`config.mk`:
```
export PLATFORM = sky130hd
export DESIGN_NAME = burst_susp_engine
export DESIGN_NICKNAME = d
export VERILOG_FILES = /design/src/rtl/bse_pkg.sv /design/src/rtl/bse_ctrl.sv /design/src/rtl/bse_dpath.sv /design/src/rtl/burst_susp_engine.sv
export SDC_FILE = /design/constraint.sdc
export NUM_CORES = 1
export LEC_CHECK = 0
export CAP_MARGIN = 15
export CORE_MARGIN = 1
export CORE_UTILIZATION = 45
export CTS_CLUSTER_SIZE = 8
export DETAILED_ROUTE_END_ITERATION = 8
export GPL_TIMING_DRIVEN = 0
export MAX_ROUTING_LAYER = met4
export PLACE_DENSITY = 0.73
export SLEW_MARGIN = 20
export SYNTH_ARGS = -nofsm -noshare
export SYNTH_HDL_FRONTEND = slang
export SYNTH_SLANG_ARGS = --single-unit
```
`constraint.sdc`:
```
create_clock -name clk -period 3.4 [get_ports clk]
set_input_delay 0.34 -clock clk [delete_from_list [all_inputs] [get_ports clk]]
set_output_delay 0.34 -clock clk [all_outputs]
set_load 0.02 [all_outputs]
```
`src/rtl/bse_pkg.sv`:
```
package bse_pkg;

  typedef enum logic [1:0] {
    CMD_NOP   = 2'b00,
    CMD_READ  = 2'b01,
    CMD_WRITE = 2'b10,
    CMD_STOP  = 2'b11
  } cmd_e;

  // strobes handed from the control to the datapath each cycle
  typedef struct packed {
    logic ce;     // this edge is an internal (non-frozen) edge
    logic wrEn;   // store a word on this edge
    logic rdEn;   // launch a read beat on this edge
    logic flush;  // discard every read word in flight
    logic cl3;    // three-cycle read latency selected
  } strobe_t;

endpackage

```
`src/rtl/bse_ctrl.sv`:
```
module bse_ctrl
  import bse_pkg::*;
#(
  parameter int COL_W    = 6,
  parameter int BL_SEL_W = 2
) (
  input  logic                clk,
  input  logic                rstN,
  input  logic                cke,
  input  logic [1:0]          cmd,
  input  logic [COL_W-1:0]    addr,
  input  logic [BL_SEL_W-1:0] blSel,
  input  logic                casLat,
  input  logic                pipeBusy,
  output strobe_t             strb,
  output logic [COL_W-1:0]    wrAddr,
  output logic [COL_W-1:0]    rdAddr
);

  // beat index width covers the longest burst, 2**(2**BL_SEL_W - 1) beats
  localparam int IDX_W = (1 << BL_SEL_W) - 1;

  cmd_e             cmdIn;
  logic             holdQ;
  logic             ce;
  logic             busy;
  logic             rdActive;
  logic             wrActive;
  logic             cl3Q;
  logic [COL_W-1:0] baseQ;
  logic [IDX_W-1:0] idxQ;
  logic [IDX_W-1:0] lastIdxQ;
  logic [IDX_W-1:0] lastIdxNew;
  logic [COL_W-1:0] lastExt;
  logic [COL_W-1:0] beatAddr;

  assign cmdIn      = cmd_e'(cmd);
  assign ce         = !holdQ;
  assign busy       = rdActive || wrActive || pipeBusy;
  assign lastIdxNew = IDX_W'((1 << blSel) - 1);
  assign lastExt    = COL_W'(lastIdxQ);
  assign beatAddr   = (baseQ & ~lastExt) | ((baseQ + COL_W'(idxQ)) & lastExt);

  // cke is sampled on every edge, frozen or not; a low sample during
  // activity freezes the following edge
  always_ff @(posedge clk or negedge rstN) begin
    if (!rstN) holdQ <= 1'b0;
    else       holdQ <= !cke && busy;
  end

  always_comb begin
    strb.ce    = ce;
    strb.cl3   = cl3Q;
    strb.flush = ce && (cmdIn == CMD_WRITE);
    strb.rdEn  = ce && rdActive && (cmdIn != CMD_WRITE);
    strb.wrEn  = ce && ((cmdIn == CMD_WRITE) || (wrActive && cmdIn == CMD_NOP));
    wrAddr     = (cmdIn == CMD_WRITE) ? addr : beatAddr;
    rdAddr     = beatAddr;
  end

  always_ff @(posedge clk or negedge rstN) begin
    if (!rstN) begin
      rdActive <= 1'b0;
      wrActive <= 1'b0;
      cl3Q     <= 1'b0;
      baseQ    <= '0;
      idxQ     <= '0;
      lastIdxQ <= '0;
    end else if (ce) begin
      unique case (cmdIn)
        CMD_READ: begin
          rdActive <= 1'b1;
          wrActive <= 1'b0;
          baseQ    <= addr;
          lastIdxQ <= lastIdxNew;
          idxQ     <= '0;
          cl3Q     <= casLat;
        end
        CMD_WRITE: begin
          rdActive <= 1'b0;
          wrActive <= (lastIdxNew != '0);
          baseQ    <= addr;
          lastIdxQ <= lastIdxNew;
          idxQ     <= IDX_W'(1);
        end
        CMD_STOP: begin
          rdActive <= 1'b0;
          wrActive <= 1'b0;
        end
        default: begin
          if (rdActive || wrActive) begin
            if (idxQ == lastIdxQ) begin
              rdActive <= 1'b0;
              wrActive <= 1'b0;
            end else begin
              idxQ <= idxQ + IDX_W'(1);
            end
          end
        end
      endcase
    end
  end


  freeze_holds_position_chk: assert property (@(posedge clk) disable iff (!rstN)
    !ce |=> ($stable(idxQ) && $stable(rdActive) && $stable(wrActive) && $stable(baseQ)));


  idle_no_freeze_chk: assert property (@(posedge clk) disable iff (!rstN)
    !busy |=> ce);


  one_direction_chk: assert property (@(posedge clk) disable iff (!rstN)
    $onehot0({rdActive, wrActive}));

endmodule

```
`src/rtl/bse_dpath.sv`:
```
module bse_dpath
  import bse_pkg::*;
#(
  parameter int COL_W  = 6,
  parameter int DATA_W = 16
) (
  input  logic              clk,
  input  logic              rstN,
  input  strobe_t           strb,
  input  logic [COL_W-1:0]  wrAddr,
  input  logic [COL_W-1:0]  rdAddr,
  input  logic [DATA_W-1:0] wrData,
  output logic              pipeBusy,
  output logic [DATA_W-1:0] dqOut,
  output logic              dqOe
);

  localparam int DEPTH = 1 << COL_W;

  logic [DATA_W-1:0] mem [DEPTH];
  logic [DATA_W-1:0] rdWord;
  logic              s1V, s2V, dqV;
  logic [DATA_W-1:0] s1D, s2D, dqD;

  always_ff @(posedge clk) begin
    if (strb.wrEn) mem[wrAddr] <= wrData;
  end

  assign rdWord = mem[rdAddr];

  // stage one holds a freshly read word; stage two exists only for
  // the three-cycle latency; the output register taps one of them
  always_ff @(posedge clk or negedge rstN) begin
    if (!rstN) begin
      s1V <= 1'b0;
      s2V <= 1'b0;
      dqV <= 1'b0;
      s1D <= '0;
      s2D <= '0;
      dqD <= '0;
    end else if (strb.ce) begin
      if (strb.flush) begin
        s1V <= 1'b0;
        s2V <= 1'b0;
        dqV <= 1'b0;
      end else begin
        s1V <= strb.rdEn;
        s1D <= rdWord;
        s2V <= s1V && strb.cl3;
        s2D <= s1D;
        dqV <= strb.cl3 ? s2V : s1V;
        dqD <= strb.cl3 ? s2D : s1D;
      end
    end
  end

  assign pipeBusy = s1V || s2V || dqV;
  assign dqOe     = dqV;
  assign dqOut    = dqV ? dqD : '0;


  frozen_bus_holds_chk: assert property (@(posedge clk) disable iff (!rstN)
    !strb.ce |=> ($stable(dqOut) && $stable(dqOe)));


  write_drops_oe_chk: assert property (@(posedge clk) disable iff (!rstN)
    strb.flush |=> !dqOe);


  no_double_access_chk: assert property (@(posedge clk) disable iff (!rstN)
    !(strb.rdEn && strb.wrEn));

endmodule

```
`src/rtl/burst_susp_engine.sv`:
```
module burst_susp_engine
  import bse_pkg::*;
#(
  parameter int COL_W    = 6,
  parameter int DATA_W   = 16,
  parameter int BL_SEL_W = 2
) (
  input  logic                clk,
  input  logic                rstN,
  input  logic                cke,
  input  logic [1:0]          cmd,
  input  logic [COL_W-1:0]    addr,
  input  logic [BL_SEL_W-1:0] blSel,
  input  logic                casLat,
  input  logic [DATA_W-1:0]   wrData,
  output logic [DATA_W-1:0]   dqOut,
  output logic                dqOe
);

  strobe_t          strb;
  logic [COL_W-1:0] wrAddr;
  logic [COL_W-1:0] rdAddr;
  logic             pipeBusy;

  bse_ctrl #(
    .COL_W    (COL_W),
    .BL_SEL_W (BL_SEL_W)
  ) uCtrl (
    .clk      (clk),
    .rstN     (rstN),
    .cke      (cke),
    .cmd      (cmd),
    .addr     (addr),
    .blSel    (blSel),
    .casLat   (casLat),
    .pipeBusy (pipeBusy),
    .strb     (strb),
    .wrAddr   (wrAddr),
    .rdAddr   (rdAddr)
  );

  bse_dpath #(
    .COL_W  (COL_W),
    .DATA_W (DATA_W)
  ) uDpath (
    .clk      (clk),
    .rstN     (rstN),
    .strb     (strb),
    .wrAddr   (wrAddr),
    .rdAddr   (rdAddr),
    .wrData   (wrData),
    .pipeBusy (pipeBusy),
    .dqOut    (dqOut),
    .dqOe     (dqOe)
  );


  reset_quiet_chk: assert property (@(posedge clk)
    !rstN |=> (!dqOe && dqOut == '0));

endmodule

```
==> summary.md, run 1 <==
| Metric | Value |
|---|---|
| Synth Area in Adders | 0.002230 |
| Total Power | 49.82 mW |
| Setup violators final | 36 |
| Outcome | finished, violations left |
| Psw | 17.42 mW |
| Mux cell area share after synthesis | 0.1480 |
| LEAKAGE | 16.93 nW |
| First-pass GRT wire length | 164400 microns |
| Layout cells sized above 1 | 0.3221 |
| Synth Area in Simple Gates | 0.02797 |
| Total CTS buffers | 154 |
| Initial DRC count | 3432 |
| Syn Inst Count | 2093 |
| RePlAce Congestion | 0.9648 |
| Reg2Reg Depth | 6 |
| Layout Nets | 2464 |
| Internal power | 32.40 mW |
| Syn_area_per_cell | 20.37 sq um |
| Antenna Violating Nets Remaining | 0 |
| Maximum clock path buffer count | 3 |
| Pwr Density | 958.7 nW/um^2 |
| Worst setup margin | -49.83 ps |
| Multi-input logic area | 10490 sq um |
| Htree depth | 4 |
| TritonCTS clock tree | done |
| Final WL | 115000 microns |
| Maxcap violations | 0 |
| Sink Count | 1091 |
| Hold Violations, Final | 0 |
| Top FF cell, synth | edfxtp_1 |
| Via density | 6.215 |
| DP Wirelength | 73490 microns |
| Vias | 23280 |
| Drt drc | 0 |
| Hold WC Path Type | in -> reg |
| Synth warnings | 0 |
| Arr. time, crit path | 3930 ps |
| Rel. slew slack | 0.2188 |
| Yosys reg bits | 1091 |
| Die width | 309.8 microns |
| Pin count of the biggest net entering global routing | 65 |
| DR WL/cell | 30.69 microns |
| Remaining global-route overflow | 0 |
| IO buf count | 46 |
| DIE AREA | 95980 sq um |
| Synth top area share | 0.7212 |
| Antenna violations before repair | 5 |
| Storage cell area | 32430 sq um |
| Clk pin slew, worst setup/hold paths | 50 ps |
| Die Y | 309.8 microns |
| Gr usage total | 0.2507 |
| Comb power frac | 0.406 |
| Number of global-route vias before repair | 23240 |
| FILL cells | 6781 |
| Largest family of logic cells by synthesized area | multiplexers |
| IO Count | 47 |
| Dominant cell type by area after synthesis | edfxtp_1 |
| FFs w/ async S/R, synth | 0.06141 |
| Worst setup SP type | flip-flop |
| Failing checks | setup timing |
| DRT Pass-1 Iters | 6 |
| Compound-gate portion of the synthesized area | 0.04684 |
| Hold_ws | 84.95 ps |
| Area of the core | 93610 sq um |
| Clock Power Share | 0.279 |
| Synth top area cells | edfxtp_1, mux4_2, dfrtp_1 |
| Worst setup EP type | flip-flop |
| Row count | 112 |
| Kind of critical path | reg -> reg |
| Final Cycle Share | 1.015 |
| Max Freq | 289.9 MHz |
| Synthesis-to-finish area growth | 21.89% |
| Hold Path Cell Cnt | 1 |
| Worst-path fanout max | 14 |
| Switching fraction of total power | 0.3497 |
| Min Tclk post-route | 3450 ps |
| Sequential share of power | 0.316 |
| RSZ-0062 raised after global routing | yes |
| Final Util | 0.5551 |
| Worst Tran Pin Value | 1161 ps |
| Data required, critical path | 3880 ps |
| Clk_lat worst skew | 770 ps |
| Final slew viol count | 0 |
| Post-synth net total | 2130 |
| Max Clock Skew | 59.54 ps |
| CTS Root Cell | clkbuf_16 |
| Area of the mapped netlist | 42630 sq um |
| Yosys cell types | 41 |
| Post-synth EDFFs | 1024 |
| Register area share after synthesis | 0.7606 |
| VDD IR max | 0.0006401 V |
| Synth Area in XOR/XNOR | 0.0008217 |
| Starting Density | 0.4555 |
area by class of cell:
class                   instances  area share
diodes                          5   0.0002408
plain buffers                 116     0.01868
clock buffers                 200     0.07789
clock inverters                16    0.005514
inverters                      13   0.0009390
multi-input cells             872      0.2019
flip-flops and latches       1091      0.6240
well taps                    1254     0.03019
repair buffers                179     0.04064
critical path, stage by stage (launching register included):
cell,delay (ps)
dfrtp_1,420
clkbuf_1,680
clkbuf_1,710
o32ai_1,270
nand2_1,720
nor2_4,140
buf_6,220
what timing repair did:
action | 4_1_cts | 5_1_grt
hold buffers | 2 | 0
cloned | 1 | 0
endpoints found under the hold margin | 67 | 0
pin swaps | 50 | 20
setup endpoints to repair | 1040 | 679
setup buffers | 64 | 12
gates resized for setup | 253 | 72
state kept, by name (all words and copies together), names as in the netlist:
register,count
uDpath.dqD,16
uDpath.mem,1024
uDpath.s2V,1
uCtrl.wrActive,1
uCtrl.rdActive,1
uCtrl.cl3Q,1
uDpath.dqOe,1
uCtrl.lastIdxQ,3
uDpath.s1V,1
uDpath.s2D,16
uDpath.s1D,16
uCtrl.idxQ,3
uCtrl.holdQ,1
uCtrl.baseQ,6
power by group through the flow:
| stage | Sequential, mW | Combinational (mW) | Clock [mW] |
|---|---|---|---|
| after floorplan | 15.8 | 11.6 | 0 |
| after global placement | 15.9 | 17.4 | 0 |
| after detailed placement | 15.9 | 17.8 | 0 |
| after CTS | 15.7 | 19.5 | 14.0 |
| after global routing | 15.7 | 20.9 | 14.6 |
| final | 15.7 | 20.2 | 13.9 |
logic make-up after synthesis:
| family | count (synthesis) |
|---|---|
| XOR/XNOR | 4 |
| adder cells (fa/ha/maj) | 7 |
| flip-flops | 1091 |
| multiplexers | 310 |
| AO/OA/AOI/OAI | 278 |
| AND/OR/NAND/NOR | 273 |
| buffers and inverters | 130 |
synthesized netlist by cell type (all sizes together), types with 3 or more instances:
cell	count
a21o	18
dfrtp	67
a22o	33
nand2b	3
o31a	16
clkbuf	58
and2	16
a41oi	16
nand2	123
nor3	6
o21ba	16
mux2i	50
a211oi	33
a22oi	16
mux2	4
nor2	80
nand3b	3
a21oi	76
xnor2	4
ha	6
o32ai	6
buf	59
mux4	256
inv	13
a221o	16
edfxtp	1024
nand3	3
o21ai	27
nor2b	34
metal layers:
layer | vias up | wire, microns | GRT usage
met3 | 275 | 12060 | 0.05950
met2 | 1546 | 54870 | 0.3838
li1 | 9284 | - | -
met4 | 0 | 4405 | 0.09073
met5 | - | 0 | -
met1 | 12175 | 43620 | 0.3288
path summary, 6_finish.rpt:
path                                            start                            to  slack (ps)
min reg2reg                uDpath.s2D[15]$_DFFE_PN0P_    uDpath.s2D[15]$_DFFE_PN0P_         470
max reg2reg                uCtrl.baseQ[4]$_DFFE_PN0P_   uDpath.mem[39][0]$_DFFE_PP_         -50
min in group asynchronous                        rstN       uDpath.dqOe$_DFFE_PN0N_         120
max in group asynchronous                        rstN    uDpath.dqD[10]$_DFFE_PN0P_        2080
min                                        wrData[15]  uDpath.mem[30][15]$_DFFE_PP_          80
max                        uCtrl.baseQ[4]$_DFFE_PN0P_   uDpath.mem[39][0]$_DFFE_PP_         -50
metrics by stage:
| step | area [sq um] | cells | worst slack [ps] | TNS, ps |
|---|---|---|---|---|
| floorplan | 42650 | 2093 | -194.6 | -142980 |
| global placement | 44680 | 3393 | -1788 | -1396760 |
| detailed placement | 45560 | 3447 | -1323 | -866540 |
| CTS | 51640 | 3729 | -4.334 | -7.814 |
| global route | 51970 | 3746 | -126.0 | -4939 |
| finish | 51970 | 3746 | -49.83 | -792.6 |
layout by cell type, fill, tap and decap left out, types with 12 or more instances in the layout:
cell type / count
a211oi_1: 25
a21o_1: 17
a21oi_1: 73
a221o_1: 16
a22o_1: 32
a22oi_2: 12
a41oi_1: 15
and2_1: 16
buf_12: 35
buf_2: 13
buf_4: 76
buf_6: 45
buf_8: 34
clkbuf_1: 76
clkbuf_16: 156
clkbuf_2: 14
clkdlybuf4s50_1: 29
dfrtp_1: 67
edfxtp_1: 1024
inv_1: 12
mux2i_1: 49
mux4_2: 256
nand2_1: 103
nand2_2: 12
nor2_1: 15
nor2_4: 64
nor2b_1: 34
o21ai_0: 27
o21ba_2: 14
o31a_1: 16
Power figures use the tool's default switching activity.
==> run 2, diff against run 1 <==
--- a/config.mk
+++ b/config.mk
@@ -6,13 +6,15 @@
 export NUM_CORES = 1
 export LEC_CHECK = 0
 export CAP_MARGIN = 15
+export CORE_ASPECT_RATIO = 0.5
 export CORE_MARGIN = 1
 export CORE_UTILIZATION = 45
 export CTS_CLUSTER_SIZE = 8
 export DETAILED_ROUTE_END_ITERATION = 8
-export GPL_TIMING_DRIVEN = 0
+export GPL_TIMING_DRIVEN = 1
 export MAX_ROUTING_LAYER = met4
 export PLACE_DENSITY = 0.73
+export SKIP_CTS_REPAIR_TIMING = 1
 export SLEW_MARGIN = 20
 export SYNTH_ARGS = -nofsm -noshare
 export SYNTH_HDL_FRONTEND = slang
==> summary.md, run 2 (synthesis results as in run 1) <==
| Metric | Value |
|---|---|
| Outcome | finished, violations left (unchanged) |
| Failing checks | setup timing (unchanged) |
| Worst setup EP type | flip-flop (unchanged) |
| Initial DRC count | 3215 (was 3432) |
| Crit path launch | uCtrl.idxQ[0]$_DFFE_PN0P_ (was uCtrl.baseQ[4]$_DFFE_PN0P_) |
| Reg2reg start | uCtrl.idxQ[0]$_DFFE_PN0P_ (was uCtrl.baseQ[4]$_DFFE_PN0P_) |
| Synthesis-to-finish area growth | 20.88% (was 21.89%) |
| IO Count | 47 (unchanged) |
| Worst Tran Pin Value | 1107 ps (was 1161 ps) |
| Sink Count | 1091 (unchanged) |
| Hold_ws | 140.9 ps (was 84.95 ps) |
| RSZ-0062 raised after global routing | yes (unchanged) |
| R2R setup slack | -80 ps (was -50 ps) |
| Final slew viol count | 0 (unchanged) |
| GRT met3 Usage | 0.05176 (was 0.05950) |
| Cell Count, Final, Fillers Out | 3732 (was 3746) |
| Min Tclk post-route | 3476 ps (was 3450 ps) |
| Max FFs per register | 1024 (unchanged) |
| Data required, critical path | 4020 ps (was 3880 ps) |
| Max Clock Skew | 26.47 ps (was 59.54 ps) |
| Drt drc | 0 (unchanged) |
| IO buf count | 46 (unchanged) |
| CTS Root Cell | clkbuf_16 (unchanged) |
| RePlAce Congestion | 0.8818 (was 0.9648) |
| Final Cycle Share | 1.022 (was 1.015) |
| DRT Pass-1 Iters | 5 (was 6) |
| Setup TNS Final | -171.3 ps (was -792.6 ps) |
| Rel. slew slack | 0.2618 (was 0.2188) |
| DIE AREA | 96050 sq um (was 95980 sq um) |
| Remaining global-route overflow | 0 (unchanged) |
| Layout cells sized above 1 | 0.2944 (was 0.3221) |
| Htree depth | 4 (unchanged) |
| Gr usage total | 0.2346 (was 0.2507) |
| Total CTS buffers | 154 (unchanged) |
| Dpl cells | 3486 (was 3447) |
| DP Wirelength | 62890 microns (was 73490 microns) |
| Reg with most FFs | uDpath.mem (unchanged) |
| Kind of critical path | reg -> reg (unchanged) |
| Worst setup SP type | flip-flop (unchanged) |
| Grt met1 use | 0.3122 (was 0.3288) |
| Worst-path fanout max | 38 (was 14) |
| LEAKAGE | 16.98 nW (was 16.93 nW) |
| TritonCTS clock tree | done (unchanged) |
| M2 GR Usage | 0.3622 (was 0.3838) |
| Max Freq | 287.7 MHz (was 289.9 MHz) |
| Setup violators final | 10 (was 36) |
| Clk pin slew, worst setup/hold paths | 50 ps (about the same) |
| Pwr Density | 963.4 nW/um^2 (was 958.7 nW/um^2) |
| GR peak layer | met2 (unchanged) |
| Commonest non-fill, non-tap cells in the layout | edfxtp_1, mux4_2, clkbuf_16 (unchanged) |
| Die Y | 219.7 microns (was 309.8 microns) |
| Worst setup margin | -76.43 ps (was -49.83 ps) |
| DR WL/cell | 29.57 microns (was 30.69 microns) |
| Commonest non-fill, non-tap cell in the layout | edfxtp_1 (unchanged) |
| Clk_lat worst skew | 750 ps (was 770 ps) |
| Min-delay src | cke (was wrData[15]) |
| FILL cells | 6638 (was 6781) |
| Arr. time, crit path | 4090 ps (was 3930 ps) |
| First-pass GRT wire length | 156600 microns (was 164400 microns) |
| Starting Density | 0.4564 (was 0.4555) |
| Hold Violations, Final | 0 (unchanged) |
| Maxcap violations | 0 (unchanged) |
| Final WL | 110300 microns (was 115000 microns) |
| Antenna Violating Nets Remaining | 0 (unchanged) |
| Area of the core | 93410 sq um (was 93610 sq um) |
| Pin count of the biggest net entering global routing | 57 (was 65) |
| Via density | 6.173 (was 6.215) |
| VDD IR max | 0.0008821 V (was 0.0006401 V) |
| Layout Nets | 2446 (was 2464) |
| Antenna violations before repair | 2 (was 5) |
| Hold WC Path Type | in -> reg (unchanged) |
| Vias | 23038 (was 23280) |
| Row count | 79 (was 112) |
| Maximum clock path buffer count | 3 (unchanged) |
| Die width | 437.3 microns (was 309.8 microns) |
| Number of global-route vias before repair | 22903 (was 23240) |
==> run 2: cell count changes in the layout (fill, tap and decap cells not counted), moves of 26 or more <==
cell	delta
nor2_4	-64
buf_8	-31
clkbuf_1	-26
buf_12	+43
buf_4	+60
nor2_1	+58
buf_6	-40
==> run 2: cell type report <==
type,count,area (sq um),area share
Clock inverter,14,188.9,0.003666
Antenna cell,4,10.01,0.0001942
Tap cell,1255,1570,0.03047
Multi-Input combinational cell,872,9903,0.1922
Clock buffer,206,4091,0.07939
Sequential cell,1091,32430,0.6292
Inverter,13,48.80,0.0009469
Timing Repair Buffer,277,3297,0.06397
==> run 2: worst paths after layout <==
check	to	cells past startpoint
worst max register to register	uDpath.s1D[13]$_DFFE_PN0P_	10
min in group asynchronous	uDpath.dqD[15]$_DFFE_PN0P_	2
worst min-delay path	uCtrl.holdQ$_DFF_PN0_	2
worst min register to register	uDpath.s2D[6]$_DFFE_PN0P_	2
max in group asynchronous	uDpath.s1D[4]$_DFFE_PN0P_	3
worst max-delay path	uDpath.s1D[13]$_DFFE_PN0P_	10
==> run 2: per-layer routing <==
metal / part of all wire / routed length [microns]
met4: 0.025 / 2767
met2: 0.48 / 53110
met3: 0.11 / 12380
met5: 0 / 0
met1: 0.38 / 42080
==> run 2: power breakdown <==
part	internal, mW	leakage [nW]	total (mW)	switching [mW]
Clock	8.31	2.07	13.7	5.43
Combinational	9.81	4.88	20.1	10.2
Sequential	15.3	10.0	15.9	0.600
Total	33.4	17.0	49.6	16.3
==> run 2: critical path, stage by stage, from the launching register on <==
cell       delay, ps
dfrtp_1          380
ha_2             190
inv_2             60
fa_2             470
a21oi_4          230
buf_8            200
clkbuf_16        200
buf_16           220
mux4_2           410
mux4_2           550
a221o_1          400
==> run 2: through the flow <==
step	area, sq um	utilization	power (mW)	setup slack [ps]
final	51540	0.5517	49.65	-76.43
after global routing	51530	0.5517	51.32	-144.1
after CTS	50960	0.5456	48.41	-302.3
after detailed placement	46680	0.4998	34.55	-216.3
after global placement	46680	0.4998	34.30	-291.1
after floorplan	42650	-	27.31	-194.6
